### src/rtl/wdt_rstctl.sv
module wdt_rstctl #(
  parameter int         CNT_W     = 8,
  parameter int         PULSE_LEN = 16,
  parameter logic [7:0] KEY       = 8'h5A
) (
  input  logic        clk,
  input  logic        ext_rst_n,
  input  logic        sel_stat,
  input  logic        rd_en,
  input  logic        wr_en,
  input  logic [15:0] wdata,
  output logic [7:0]  rdata,
  output logic        chip_rst,
  output logic        rst_out_n
);
  localparam int PW = $clog2(PULSE_LEN + 1);

  logic [CNT_W-1:0] count;
  logic             run;
  logic [PW-1:0]    pulse_left;
  logic             flag, oe, armed;

  wire key_ok   = (wdata[15:8] == KEY);
  wire ctl_wr   = wr_en & ~sel_stat & key_ok;
  wire stat_wr  = wr_en & sel_stat;
  wire overflow = run & (count == '1);

  assign chip_rst  = (pulse_left != '0);
  assign rst_out_n = ~(chip_rst & oe);
  assign rdata     = sel_stat ? {flag, oe, 6'h3F} : 8'(count);

  always_ff @(posedge clk or negedge ext_rst_n) begin
    if (!ext_rst_n) begin
      count <= '0;
      run   <= 1'b0;
    end else if (overflow || chip_rst) begin
      count <= '0;
      run   <= 1'b0;
    end else if (ctl_wr) begin
      count <= '0;
      run   <= wdata[7];
    end else if (run) begin
      count <= count + 1'b1;
    end
  end

  always_ff @(posedge clk or negedge ext_rst_n) begin
    if (!ext_rst_n)           pulse_left <= '0;
    else if (overflow)        pulse_left <= PW'(PULSE_LEN);
    else if (chip_rst)        pulse_left <= pulse_left - 1'b1;
  end

  always_ff @(posedge clk or negedge ext_rst_n) begin
    if (!ext_rst_n) begin
      flag  <= 1'b0;
      oe    <= 1'b0;
      armed <= 1'b0;
    end else begin
      if (overflow)
        flag <= 1'b1;
      else if (stat_wr && key_ok && !wdata[7] && armed)
        flag <= 1'b0;

      if (stat_wr && key_ok)
        oe <= wdata[6];

      if (chip_rst || stat_wr)
        armed <= 1'b0;
      else if (rd_en && sel_stat && flag)
        armed <= 1'b1;
    end
  end
endmodule


### config.mk
export PLATFORM = sky130hd
export DESIGN_NAME = wdt_rstctl
export DESIGN_NICKNAME = d
export VERILOG_FILES = /design/src/rtl/wdt_rstctl.sv
export SDC_FILE = /design/constraint.sdc
export NUM_CORES = 1
export LEC_CHECK = 0
export ABC_AREA = 0
export BUFFER_PORTS_ARGS = -buffer_cell sky130_fd_sc_hd__buf_2
export CORE_UTILIZATION = 44
export CTS_CLUSTER_SIZE = 25
export DETAILED_ROUTE_END_ITERATION = 6
export GPL_TIMING_DRIVEN = 0
export PLACE_DENSITY = 0.73
export SLEW_MARGIN = 20
export SYNTH_ARGS = -nofsm -noshare
export SYNTH_HDL_FRONTEND = slang
export SYNTH_SLANG_ARGS = --single-unit
export TNS_END_PERCENT = 30
### constraint.sdc
create_clock -name clk -period 1.7 [get_ports clk]
set_clock_uncertainty 0.1 [all_clocks]
set_input_delay 0.34 -clock clk [delete_from_list [all_inputs] [get_ports clk]]
set_output_delay 0.34 -clock clk [all_outputs]
set_load 0.1 [all_outputs]
==> results.toml <==
[yosys]
yosys.area.top_type_share_pct = 43.5
synthTopCellsByArea = "dfrtp_1 (44%), mux2_2 (4.6%), nor2_1 (4.2%)"
avgSynthCellArea_sq_um = 9.68
yosysWarnings = 0
synth.distinct_cells = 34
yosys.area.top_type = "dfrtp_1"
yosysSeqAreaShare_pct = 43.5
ys_seq_elements = 17
synth_area_sq_um = 977
syn_inst = 101
syn_nets = 124

[run_status]
violations = "setup timing"
status = "finished, violations left"

[floorplanning]
num_rows = 16
dieHeight_um = 49.1
die_w_um = 49.1
core_sq_um = 2020
dieArea_sq_um = 2410
initial_core_util_pct = 48.3
ioPinCount = 31

[drt]
vias = 847
drt_iter0_drc = 14
vias_per_cell = 5.26
drc = 0
dr.pass1.iters = 4
drtAntennaViolNets = 0
wire_per_inst_um = 13.0
routed_wl_mm = 2.09

[global_routing]
grt-ovfl-total = 0
grt_util_met2_pct = 36.3
antenna_found_initial = 0
use_met3_pct = 5.92
busiest_layer = "met2"
grt_pass1_wl_mm = 3.62
grt_use_met1_pct = 22.1
grt_usage_pct = 20.2
grt_max_degree = 18
grt_pass1_vias = 848

[worst_setup_path]
critPathKind = "reg2out"
critPathMaxFanout = 3
cp-end-kind = "primary output"
critPathLaunch = "pulse_left[0]"
r2r-end = "count[5]"
rrSetupSlack_ns = -0.35
rr_startpoint = "pulse_left[0]"
start_kind = "flip-flop"
critical_path_required_ns = 1.26
critPathArrivalTime_ns = 1.70
r2r_cells = 8

[cells_and_area]
final_cells = 161
fin_nets = 158
final_cell_mix = "buf_2 (15), dfrtp_1 (15), buf_6 (12), nor2_1 (10), nand2_1 (7)"
drive_gt1_share_pct = 47.8
area_growth_pct = 38.9
fillers = 167
antenna_cells = 0

[timing]
setup_ws_ns = -0.438
finalMaxSlewViolations = 0
period_share_pct = 126
timing.final.hold_violations = 0
setup-violations-final = 16
max_clock_freq_ghz = 0.468
finalCriticalPeriod_ns = 2.14
setup_tns_ns = -4.58
worst_pin_slew_ns = 0.399
slew_headroom_pct = 73.4
rsz0062_at_grt = "true"
whs_ns = 0.143

[clock_network]
cts_max_path_buffers = 2
root_buffer = "clkbuf_4"
cts_tree = "done"
cts_buffers = 3
cts.clk_slew.worst_paths_ns = 0.09
htreeDepth = 1
clock-sinks = 17
clock_latency_ns = 0.29

[placed_design]
dp_cells = 152
place_congestion = 0.774
io_buffers = 24
dp_hpwl_mm = 1.39

[power]
switching_power_uw = 512
comb_power_share_pct = 46.3
power_frac_seq_pct = 37.7
pwr-share-clk_pct = 16.0
max-vdd-ir-drop_uv = 752
p_leak_uw = 0.000626
powerDensity_nw_per_um2 = 993
swShare_pct = 38.0
intPower_uw = 836

[flow_run]
drv_cap = 0

[worst_hold_path]
hold_path_depth = 2
hp-class = "in2reg"
worstHoldStart = "wr_en"
hold_end = "armed"
-- repair_timing --
item	4_1_cts	5_1_grt
resized for setup	31	8
buffers inserted	7	0
setup endpoints to repair	24	25
pin swaps	6	1
hold buffers	1	0
hold endpoints to repair	17	0
-- routing by layer --
layer	wire [um]	vias to the layer above	part of all wire [%]
met5	0	-	0
met4	26	0	1.2
met3	63	4	3.0
met2	1120	8	54
met1	879	408	42
li1	-	427	-
-- power by group through the flow --
stage	clock (uW)	combinational (uW)	sequential, uW
floorplan	0	401	512
global placement	0	465	521
detailed placement	0	477	526
CTS	231	631	504
global route	250	674	514
finish	215	625	508
-- cell usage after synthesis --
library cell  count
a211oi_1          2
a21o_1            1
a21oi_1           5
a31oi_1           4
and2_1            1
and3_1            4
buf_2             2
buf_6             2
clkbuf_1          2
dfrtp_1          17
ha_1              2
inv_1             3
mux2_2            4
mux2i_1           2
nand2_1           8
nand2b_4          1
nand3_1           4
nand3b_1          1
nand4b_1          1
nor2_1           11
nor2b_1           1
nor3_1            1
nor3_4            1
nor3b_1           1
nor4_1            1
nor4bb_1          2
o2111a_1          1
o21ai_0           2
o31ai_1           1
or2_2             6
or3_1             2
or4b_1            1
xnor2_1           1
xor2_1            3
-- state kept, by name, indices dropped and copies added, names as in the netlist --
name / count
pulse_left: 5
oe: 1
count: 8
run: 1
flag: 1
armed: 1
-- metrics by stage --
step	setup WS [ns]	power (uW)	util, %	area, sq um
floorplan	-0.196	912	-	1010
global placement	-0.491	986	57.7	1170
detailed placement	-0.514	1000	57.7	1170
CTS	-0.518	1370	66.7	1350
global route	-0.531	1440	67.1	1360
finish	-0.438	1350	67.1	1360
-- layout make-up --
type / instances / area (sq um) / area share (%)
plain buffers: 3 / 30.0 / 2.21
clock buffers: 4 / 26.3 / 1.94
inverters: 3 / 11.3 / 0.829
multi-input cells: 75 / 567 / 41.8
flip-flops and latches: 17 / 428 / 31.5
well taps: 27 / 33.8 / 2.49
repair buffers: 32 / 262 / 19.3
-- critical path, stage by stage, from the launching register on --
cell and delay, ns:
dfrtp_1 0.40, inv_1 0.06, ha_2 0.16, or4b_4 0.53
nand2_8 0.09, buf_12 0.16
-- kinds of logic (layout without fill, tap and decap cells) --
logic type               count (synthesis)  count (layout)  synth area share (%)
buffers and inverters                    9              42                  5.25
flip-flops                              17              17                  43.5
AND/OR/NAND/NOR                         47              47                  28.0
multiplexers                             6               6                  6.66
adder cells (fa/ha/maj)                  2               2                  2.56
XOR/XNOR                                 4               4                  3.59
AO/OA/AOI/OAI                           16              16                  10.4
-- worst max path at each step --
| stage | to |
|---|---|
| after floorplan | rst_out_n |
| after global placement | rst_out_n |
| after detailed placement | rst_out_n |
| after CTS | rst_out_n |
| after global routing | rst_out_n |
| final | rst_out_n |
(Power assumes the default switching activity.)
